[src/rtl/console_pkg.sv]
package console_pkg;
  localparam int DATA_W = 16;
  localparam int CHAR_W = 8;
  localparam int NREG   = 4;
  localparam int RDY_BIT = DATA_W - 1;
  localparam int IEN_BIT = DATA_W - 2;

  typedef enum logic [1:0] {
    SEL_KSTAT = 2'd0,
    SEL_KDATA = 2'd1,
    SEL_DSTAT = 2'd2,
    SEL_DDATA = 2'd3
  } reg_sel_e;

  function automatic logic [DATA_W-1:0] stat_word(input logic rdy, input logic ien);
    logic [DATA_W-1:0] w;
    w = '0;
    w[RDY_BIT] = rdy;
    w[IEN_BIT] = ien;
    return w;
  endfunction
endpackage

[src/rtl/console_decode.sv]
module console_decode #(
  parameter int ADDR_W = 16,
  parameter logic [ADDR_W-1:0] BASE = 16'hFE00,
  parameter int NREG = 4,
  parameter int STRIDE = 2
) (
  input  logic [ADDR_W-1:0] addr,
  output logic [NREG-1:0]   sel
);
  for (genvar i = 0; i < NREG; i++) begin : g_sel
    localparam logic [ADDR_W-1:0] OFFS = ADDR_W'(i * STRIDE);
    assign sel[i] = (addr == BASE + OFFS);
  end
endmodule

[src/rtl/console_kbd.sv]
module console_kbd #(
  parameter int CHAR_W = 8
) (
  input  logic              clk,
  input  logic              rst,
  input  logic              key_stb,
  input  logic [CHAR_W-1:0] key_char,
  input  logic              data_rd,
  input  logic              stat_wr,
  input  logic              ien_in,
  output logic              ready,
  output logic              ien,
  output logic [CHAR_W-1:0] char_q
);
  logic capture;
  assign capture = key_stb & ~ready;

  always_ff @(posedge clk) begin
    if (rst) begin
      ready  <= 1'b0;
      ien    <= 1'b0;
      char_q <= '0;
    end else begin
      if (capture) begin
        ready  <= 1'b1;
        char_q <= key_char;
      end else if (data_rd) begin
        ready <= 1'b0;
      end
      if (stat_wr) ien <= ien_in;
    end
  end

  p_capture_r3: assert property (@(posedge clk) disable iff (rst)
    key_stb && !ready |=> ready && char_q == $past(key_char));
  p_lock_r4: assert property (@(posedge clk) disable iff (rst)
    ready |=> $stable(char_q));
  p_clear_r5: assert property (@(posedge clk) disable iff (rst)
    data_rd && !key_stb |=> !ready);
endmodule

[src/rtl/console_disp.sv]
module console_disp #(
  parameter int CHAR_W = 8
) (
  input  logic              clk,
  input  logic              rst,
  input  logic              data_wr,
  input  logic [CHAR_W-1:0] wchar,
  input  logic              done,
  input  logic              stat_wr,
  input  logic              ien_in,
  output logic              ready,
  output logic              ien,
  output logic [CHAR_W-1:0] out_char,
  output logic              out_stb
);
  logic accept;
  assign accept = data_wr & ready;

  always_ff @(posedge clk) begin
    if (rst) begin
      ready    <= 1'b1;
      ien      <= 1'b0;
      out_char <= '0;
      out_stb  <= 1'b0;
    end else begin
      out_stb <= accept;
      if (accept) begin
        out_char <= wchar;
        ready    <= 1'b0;
      end else if (done) begin
        ready <= 1'b1;
      end
      if (stat_wr) ien <= ien_in;
    end
  end

  p_send_r6: assert property (@(posedge clk) disable iff (rst)
    data_wr && ready |=> out_stb && !ready && out_char == $past(wchar));
  p_drop_r7: assert property (@(posedge clk) disable iff (rst)
    data_wr && !ready |=> !out_stb);
  p_done_r8: assert property (@(posedge clk) disable iff (rst)
    done && !(data_wr && ready) |=> ready);
  p_pulse_r6: assert property (@(posedge clk) disable iff (rst)
    out_stb |=> !out_stb);
endmodule

[src/rtl/console_regs.sv]
module console_regs
  import console_pkg::*;
#(
  parameter int ADDR_W = 16,
  parameter logic [ADDR_W-1:0] BASE = 16'hFE00
) (
  input  logic              clk,
  input  logic              rst,
  input  logic [ADDR_W-1:0] bus_addr,
  input  logic              bus_rd,
  input  logic              bus_wr,
  input  logic [DATA_W-1:0] bus_wdata,
  output logic [DATA_W-1:0] bus_rdata,
  output logic              bus_nohit,
  input  logic [CHAR_W-1:0] key_char,
  input  logic              key_stb,
  output logic [CHAR_W-1:0] disp_char,
  output logic              disp_stb,
  input  logic              disp_done,
  output logic              irq_kbd,
  output logic              irq_disp
);
  logic [NREG-1:0]   sel;
  logic              hit;
  logic              k_rdy, k_ien, d_rdy, d_ien;
  logic [CHAR_W-1:0] k_char;
  logic [DATA_W-1:0] mux;

  console_decode #(.ADDR_W(ADDR_W), .BASE(BASE), .NREG(NREG), .STRIDE(2)) i_dec (
    .addr(bus_addr), .sel(sel)
  );
  assign hit = |sel;

  console_kbd #(.CHAR_W(CHAR_W)) i_kbd (
    .clk(clk), .rst(rst),
    .key_stb(key_stb), .key_char(key_char),
    .data_rd(bus_rd & sel[SEL_KDATA]),
    .stat_wr(bus_wr & sel[SEL_KSTAT]),
    .ien_in(bus_wdata[IEN_BIT]),
    .ready(k_rdy), .ien(k_ien), .char_q(k_char)
  );

  console_disp #(.CHAR_W(CHAR_W)) i_disp (
    .clk(clk), .rst(rst),
    .data_wr(bus_wr & sel[SEL_DDATA]),
    .wchar(bus_wdata[CHAR_W-1:0]),
    .done(disp_done),
    .stat_wr(bus_wr & sel[SEL_DSTAT]),
    .ien_in(bus_wdata[IEN_BIT]),
    .ready(d_rdy), .ien(d_ien),
    .out_char(disp_char), .out_stb(disp_stb)
  );

  always_comb begin
    mux = '0;
    if (sel[SEL_KSTAT]) mux = stat_word(k_rdy, k_ien);
    if (sel[SEL_KDATA]) mux = {{(DATA_W-CHAR_W){1'b0}}, k_char};
    if (sel[SEL_DSTAT]) mux = stat_word(d_rdy, d_ien);
  end

  always_ff @(posedge clk) begin
    if (rst) begin
      bus_rdata <= '0;
      bus_nohit <= 1'b0;
    end else begin
      bus_rdata <= bus_rd ? mux : '0;
      bus_nohit <= bus_rd & ~hit;
    end
  end

  assign irq_kbd  = k_rdy & k_ien;
  assign irq_disp = d_rdy & d_ien;

  p_nohit_r2: assert property (@(posedge clk) disable iff (rst)
    bus_rd && !hit |=> bus_nohit && bus_rdata == '0);
  p_hit_r2: assert property (@(posedge clk) disable iff (rst)
    !bus_rd |=> !bus_nohit && bus_rdata == '0);
  p_onehot_r2: assert property (@(posedge clk) disable iff (rst)
    $onehot0(sel));
  p_stat_r9: assert property (@(posedge clk) disable iff (rst)
    bus_rd && sel[SEL_KSTAT] |=> bus_rdata[IEN_BIT-1:0] == '0);
endmodule

[config.mk]
export PLATFORM = sky130hd
export DESIGN_NAME = console_regs
export DESIGN_NICKNAME = d
export VERILOG_FILES = /design/src/rtl/console_pkg.sv /design/src/rtl/console_decode.sv /design/src/rtl/console_kbd.sv /design/src/rtl/console_disp.sv /design/src/rtl/console_regs.sv
export SDC_FILE = /design/constraint.sdc
export NUM_CORES = 1
export LEC_CHECK = 0
export BUFFER_PORTS_ARGS = -buffer_cell sky130_fd_sc_hd__buf_2
export CAP_MARGIN = 20
export CORE_UTILIZATION = 30
export CTS_CLUSTER_SIZE = 25
export DETAILED_ROUTE_END_ITERATION = 10
export PLACE_DENSITY = 0.66
export SYNTH_ARGS = -nofsm -noshare
export SYNTH_HDL_FRONTEND = slang
export SYNTH_SLANG_ARGS = --single-unit
[constraint.sdc]
create_clock -name clk -period 3.2 [get_ports clk]
set_input_delay 0.64 -clock clk [delete_from_list [all_inputs] [get_ports clk]]
set_output_delay 0.64 -clock clk [all_outputs]
set_load 0.01 [all_outputs]
---- Word-level counts from Yosys, hierarchy flattened ----
Cells that the tools add are included.
storage, ports and cells
  flip-flop bits (word level) ............. 38
  output and inout port bits .............. 28
  word-level logic and storage cells ...... 40
operators by class
  equal/unequal tests ..................... 4
  muxes and demuxes ....................... 7
  bitwise gates (word level) .............. 12
  reduce and logical (&&, ||, !) cells .... 6
operators by type and width
  operator                                      count
  16-bit equality test (second input constant)  4
  16-bit 2-to-1 mux                             3
  1-bit AND                                     9
  4-bit OR reduction                            2
  1-bit 2-to-1 mux                              4
  2-bit nonzero test                            2
  1-bit NOT                                     3
  3-bit OR reduction                            1
  2-bit OR reduction                            1

---- Depth between registers and ports, before layout ----
  depth after elaboration ................. 4
  mapped depth ............................ 5
  mapped depth without buffers ............ 4

---- Modules after synthesis ----
A second synthesis with hierarchy kept.
second synthesis, totals
  cells, all modules ...................... 140
  area, all modules ....................... 1440.1 um^2
by module, submodules not included
  module          instances  cells an instance  area an instance (um^2)
  console_disp    1          46                 476.7
  console_regs    1          42                 435.4
  console_kbd     1          41                 431.7
  console_decode  1          11                 96.3

---- Least setup slack after synthesis ----
No wires, ideal clock.
  kind .................................... input -> register
  from .................................... in bus_addr[0]
  to ...................................... reg i_kbd.ien
  arrival ................................. 1.739 ns
  path slack .............................. 1.390 ns
  stages .................................. 4
  path buffers ............................ 0
  cell sequence ........................... nor4b_4 -> nand4_2 -> or4b_1 -> a21oi_1
between the ends
  longest elaborated chain between the ends .. 2
ends and longest elaborated chain
  what                    line                  source
  start: declaration      console_regs.sv:9     input logic [ADDR_W-1:0] bus_addr,
  16-bit equality test    console_decode.sv:12  assign sel[i] = (addr == BASE + OFFS);
  1-bit AND               console_regs.sv:38    .stat_wr(bus_wr & sel[SEL_KSTAT]),
  end signal: assignment  console_kbd.sv:30     if (stat_wr) ien <= ien_in;
  end: declaration        console_kbd.sv:12     output logic ien,
Every way passes these cells.
A chain may end at the register's enable or synchronous reset.

---- Worst setup path in the final report ----
Same ends and word-level chain as after synthesis.

==> run_summary.xml <==
<?xml version="1.0" encoding="UTF-8"?>
<metrics>
  <group name="worst_setup_path">
    <metric name="critical-path-slowest-cell" unit="">sky130_fd_sc_hd__or4b_1</metric>
    <metric name="endpoint_kind" unit="">register</metric>
    <metric name="regToRegSetupSlack" unit="ps">1680</metric>
    <metric name="worstPathArrival" unit="ps">2160</metric>
    <metric name="cp.buffers_inverters" unit="">1</metric>
    <metric name="path_max_fanout" unit="">13</metric>
    <metric name="worst-endpoint-required" unit="ps">3410</metric>
    <metric name="slowest_delay" unit="ps">590</metric>
    <metric name="start_kind" unit="">input port</metric>
    <metric name="worst_path_dominant_cell_family" unit="">simple AND/OR/NAND/NOR gates</metric>
    <metric name="critPathKind" unit="">input port to register</metric>
    <metric name="critical_path.cell_chain" unit="">buf_2 -&gt; nor4b_4 -&gt; nand4_2 -&gt; or4b_1 -&gt; a21oi_1</metric>
  </group>
  <group name="layout">
    <metric name="fin_nets" unit="">237</metric>
    <metric name="drive_above_1_share" unit="%">37.50</metric>
    <metric name="layout.core_utilization" unit="%">42.00</metric>
    <metric name="fin_area" unit="um2">1704</metric>
    <metric name="diodes" unit="">0</metric>
    <metric name="layout-area-overhead-vs-synth" unit="%">31.98</metric>
  </group>
  <group name="timing">
    <metric name="clock-skew-final" unit="ps">5.584</metric>
    <metric name="totalNegativeSetupSlack" unit="ps">0</metric>
    <metric name="timing.final.max_slew_violations" unit="">0</metric>
    <metric name="transition_at_the_pin_with_the_smallest_max_transition_slack" unit="ps">928.7</metric>
    <metric name="grt_setup_unrepaired" unit="">false</metric>
    <metric name="layout_worst_path_cycle_share" unit="%">60.98</metric>
    <metric name="timing.hold.ws" unit="ps">459.4</metric>
    <metric name="fmaxAchievable" unit="MHz">512.4</metric>
    <metric name="slew_headroom" unit="%">37.96</metric>
    <metric name="period_needed" unit="ps">1951</metric>
    <metric name="final_count_of_hold_timing_violations" unit="">0</metric>
    <metric name="setup-violations-final" unit="">0</metric>
  </group>
  <group name="clock_tree">
    <metric name="clkSlewWorstSetupHoldPaths" unit="ps">70</metric>
    <metric name="ctsHtreeMaxLevel" unit="">2</metric>
    <metric name="clockRootBuffer" unit="">sky130_fd_sc_hd__clkbuf_8</metric>
    <metric name="cts_buffer_depth" unit="">2</metric>
    <metric name="number_of_gates_given_a_new_drive_strength_after_cts" unit="">0</metric>
    <metric name="clk-insertion-delay-late" unit="ps">280</metric>
    <metric name="tritoncts" unit="">yes</metric>
    <metric name="cts.repair_timing.setup_buffer_count" unit="">0</metric>
    <metric name="cts_buffers" unit="">5</metric>
    <metric name="cts_hold_repair.buffers" unit="">0</metric>
    <metric name="cts_sinks" unit="">32</metric>
  </group>
  <group name="synth">
    <metric name="dominantRegCellSynth" unit="">sky130_fd_sc_hd__dfxtp_1</metric>
    <metric name="synth.top_cells.by_area" unit="">sky130_fd_sc_hd__dfxtp_1, sky130_fd_sc_hd__mux2i_1, sky130_fd_sc_hd__and2_1</metric>
    <metric name="synth-warning-count" unit="">0</metric>
    <metric name="synthDistinctLibCells" unit="">27</metric>
    <metric name="synth_enable_flop_cells" unit="">0</metric>
    <metric name="ys_seq_area_share" unit="%">49.61</metric>
    <metric name="synth-seq-cells" unit="">32</metric>
    <metric name="synth_top_cell_by_area" unit="">sky130_fd_sc_hd__dfxtp_1</metric>
    <metric name="asyncSetResetFlopFracSynth" unit="%">0</metric>
    <metric name="synth_top_area_share" unit="%">49.61</metric>
    <metric name="post_synth_instance_area" unit="um2">1291</metric>
    <metric name="synth_area_per_cell" unit="um2">9.709</metric>
    <metric name="yosys-top-cells-count" unit="">sky130_fd_sc_hd__dfxtp_1, sky130_fd_sc_hd__and2_1, sky130_fd_sc_hd__nor2_1</metric>
    <metric name="post_synth_inst_count" unit="">133</metric>
    <metric name="synthMostInstantiatedCell" unit="">sky130_fd_sc_hd__dfxtp_1</metric>
  </group>
  <group name="placed_design">
    <metric name="post_dp_cell_area" unit="um2">1597</metric>
    <metric name="detailedPlacementHpwl" unit="um">2164</metric>
    <metric name="io_buffer_count" unit="">60</metric>
    <metric name="place.gp.congestion" unit="">0.6457</metric>
  </group>
  <group name="grt">
    <metric name="grt_pass1_wl" unit="um">4616</metric>
    <metric name="antenna_found_initial" unit="">0</metric>
    <metric name="global_route_usage_sum" unit="%">14.33</metric>
    <metric name="grt_pass1_vias" unit="">1019</metric>
    <metric name="grt_overflow_total" unit="">0</metric>
    <metric name="grt_max_degree" unit="">23</metric>
  </group>
  <group name="min_path">
    <metric name="hold_path_class" unit="">register to register</metric>
  </group>
  <group name="power">
    <metric name="clock_power_share" unit="%">44.2</metric>
    <metric name="total_switching_power" unit="mW">0.1828</metric>
    <metric name="share_of_total_power_in_combinational_logic" unit="%">7.7</metric>
    <metric name="power.share.switching" unit="%">21.48</metric>
    <metric name="vdd_drop_max" unit="mV">0.1768</metric>
    <metric name="power_report.internal_total" unit="mW">0.6680</metric>
    <metric name="power.density" unit="nW/um2">499.2</metric>
    <metric name="cellLeakagePower" unit="nW">0.7920</metric>
    <metric name="power.share.sequential" unit="%">48.1</metric>
  </group>
  <group name="floorplanning">
    <metric name="die-height" unit="um">67.61</metric>
    <metric name="i_o_pins" unit="">74</metric>
    <metric name="core.rowCount" unit="">23</metric>
    <metric name="die_x" unit="um">67.61</metric>
    <metric name="core_region_area" unit="um2">4058</metric>
    <metric name="initial_utilization" unit="%">31.82</metric>
    <metric name="floorplan.die_area" unit="um2">4570</metric>
  </group>
  <group name="status">
    <metric name="result_of_the_run" unit="">finished clean</metric>
  </group>
  <group name="detailed_routing">
    <metric name="post_drt_via_cell_ratio" unit="">4.636</metric>
    <metric name="post-route-drc-count" unit="">0</metric>
    <metric name="total_via_count_after_detailed_routing" unit="">1122</metric>
    <metric name="first_pass_iters" unit="">4</metric>
    <metric name="detail_route.wl_per_cell" unit="um">12.30</metric>
    <metric name="detailedRoute.firstIterationViolations" unit="">46</metric>
    <metric name="postRouteWirelength" unit="um">2977</metric>
    <metric name="final_antenna_net_count" unit="">0</metric>
  </group>
  <group name="job">
    <metric name="drv_cap" unit="">0</metric>
  </group>
</metrics>
==> final cells by class <==
type	count	area, um2
Clock buffer	6	72.57
Multi-Input combinational cell	92	593.1
Sequential cell	32	640.6
Timing Repair Buffer	60	300.3
Fill cell	421	2354
Clock inverter	2	35.03
Tap cell	50	62.56
==> path summary, 6_finish.rpt <==
path | end | from | depth (start not counted)
worst min-delay path | bus_rdata[5] | i_kbd.char_q[5] | 1
worst min register to register | bus_rdata[5] | i_kbd.char_q[5] | 1
worst max-delay path | i_kbd.ien | bus_addr[0] | 5
worst max register to register | i_kbd.char_q[1] | i_kbd.ready | 3
==> sequential cells by signal, summed over array words and instances, names as in the netlist <==
register         cells
bus_nohit            1
i_disp.out_stb       1
i_kbd.ready          1
i_kbd.char_q         8
i_disp.ien           1
bus_rdata           10
i_kbd.ien            1
i_disp.ready         1
i_disp.out_char      8
==> power groups by stage <==
stage | clock [mW] | combinational [mW] | sequential (mW)
2_1_floorplan | 0 | 0.0397 | 0.418
3_3_place_gp | 0 | 0.0652 | 0.418
3_5_place_dp | 0 | 0.0658 | 0.419
4_1_cts | 0.385 | 0.0661 | 0.410
5_1_grt | 0.402 | 0.0728 | 0.410
6_report | 0.376 | 0.0654 | 0.410
==> metrics by stage <==
stage	std cells	total power [mW]	setup slack [ps]
2_1_floorplan	138	0.4575	1390
5_1_grt	242	0.8846	1090
3_5_place_dp	234	0.4843	939.6
4_1_cts	242	0.8607	1235
6_report	242	0.8508	1249
3_3_place_gp	234	0.4834	932.7
==> logic make-up (layout without fill, tap and decap cells) <==
logic type / Yosys count / count (layout) / share of synthesized area (%)
other: 1 / 6 / 0.2904
AND/OR/NAND/NOR: 55 / 55 / 28.20
flip-flops: 32 / 32 / 49.61
AO/OA/AOI/OAI: 21 / 21 / 8.237
multiplexers: 10 / 10 / 7.752
buffers and inverters: 14 / 68 / 5.911
==> cell usage in the layout, fill, tap and decap left out, types with 2 or more instances in the layout <==
| master | count |
|---|---|
| sky130_fd_sc_hd__a21oi_1 | 10 |
| sky130_fd_sc_hd__and2_1 | 12 |
| sky130_fd_sc_hd__buf_2 | 60 |
| sky130_fd_sc_hd__clkbuf_8 | 5 |
| sky130_fd_sc_hd__conb_1 | 6 |
| sky130_fd_sc_hd__dfxtp_1 | 32 |
| sky130_fd_sc_hd__mux2i_1 | 10 |
| sky130_fd_sc_hd__nand2_1 | 2 |
| sky130_fd_sc_hd__nand2b_1 | 4 |
| sky130_fd_sc_hd__nand4_1 | 9 |
| sky130_fd_sc_hd__nor2_1 | 12 |
| sky130_fd_sc_hd__nor3_1 | 3 |
| sky130_fd_sc_hd__nor4b_4 | 2 |
| sky130_fd_sc_hd__o21ai_0 | 10 |
==> metal layers <==
metal | global-route usage, % | vias to the layer above | part of all wire (%)
met5 | 0 | - | 0
met2 | 22.28 | 42 | 47
met3 | 3.041 | 8 | 5.1
met1 | 17.56 | 507 | 45
met4 | 9.574 | 0 | 2.8
li1 | - | 565 | -
==> worst reg2reg max path, cell delays in order (launching register included) <==
cell and delay [ps]:
sky130_fd_sc_hd__dfxtp_1 340, sky130_fd_sc_hd__nor2b_1 730, sky130_fd_sc_hd__mux2i_1 270, sky130_fd_sc_hd__nor2_1 50
(Power assumes the default switching activity.)
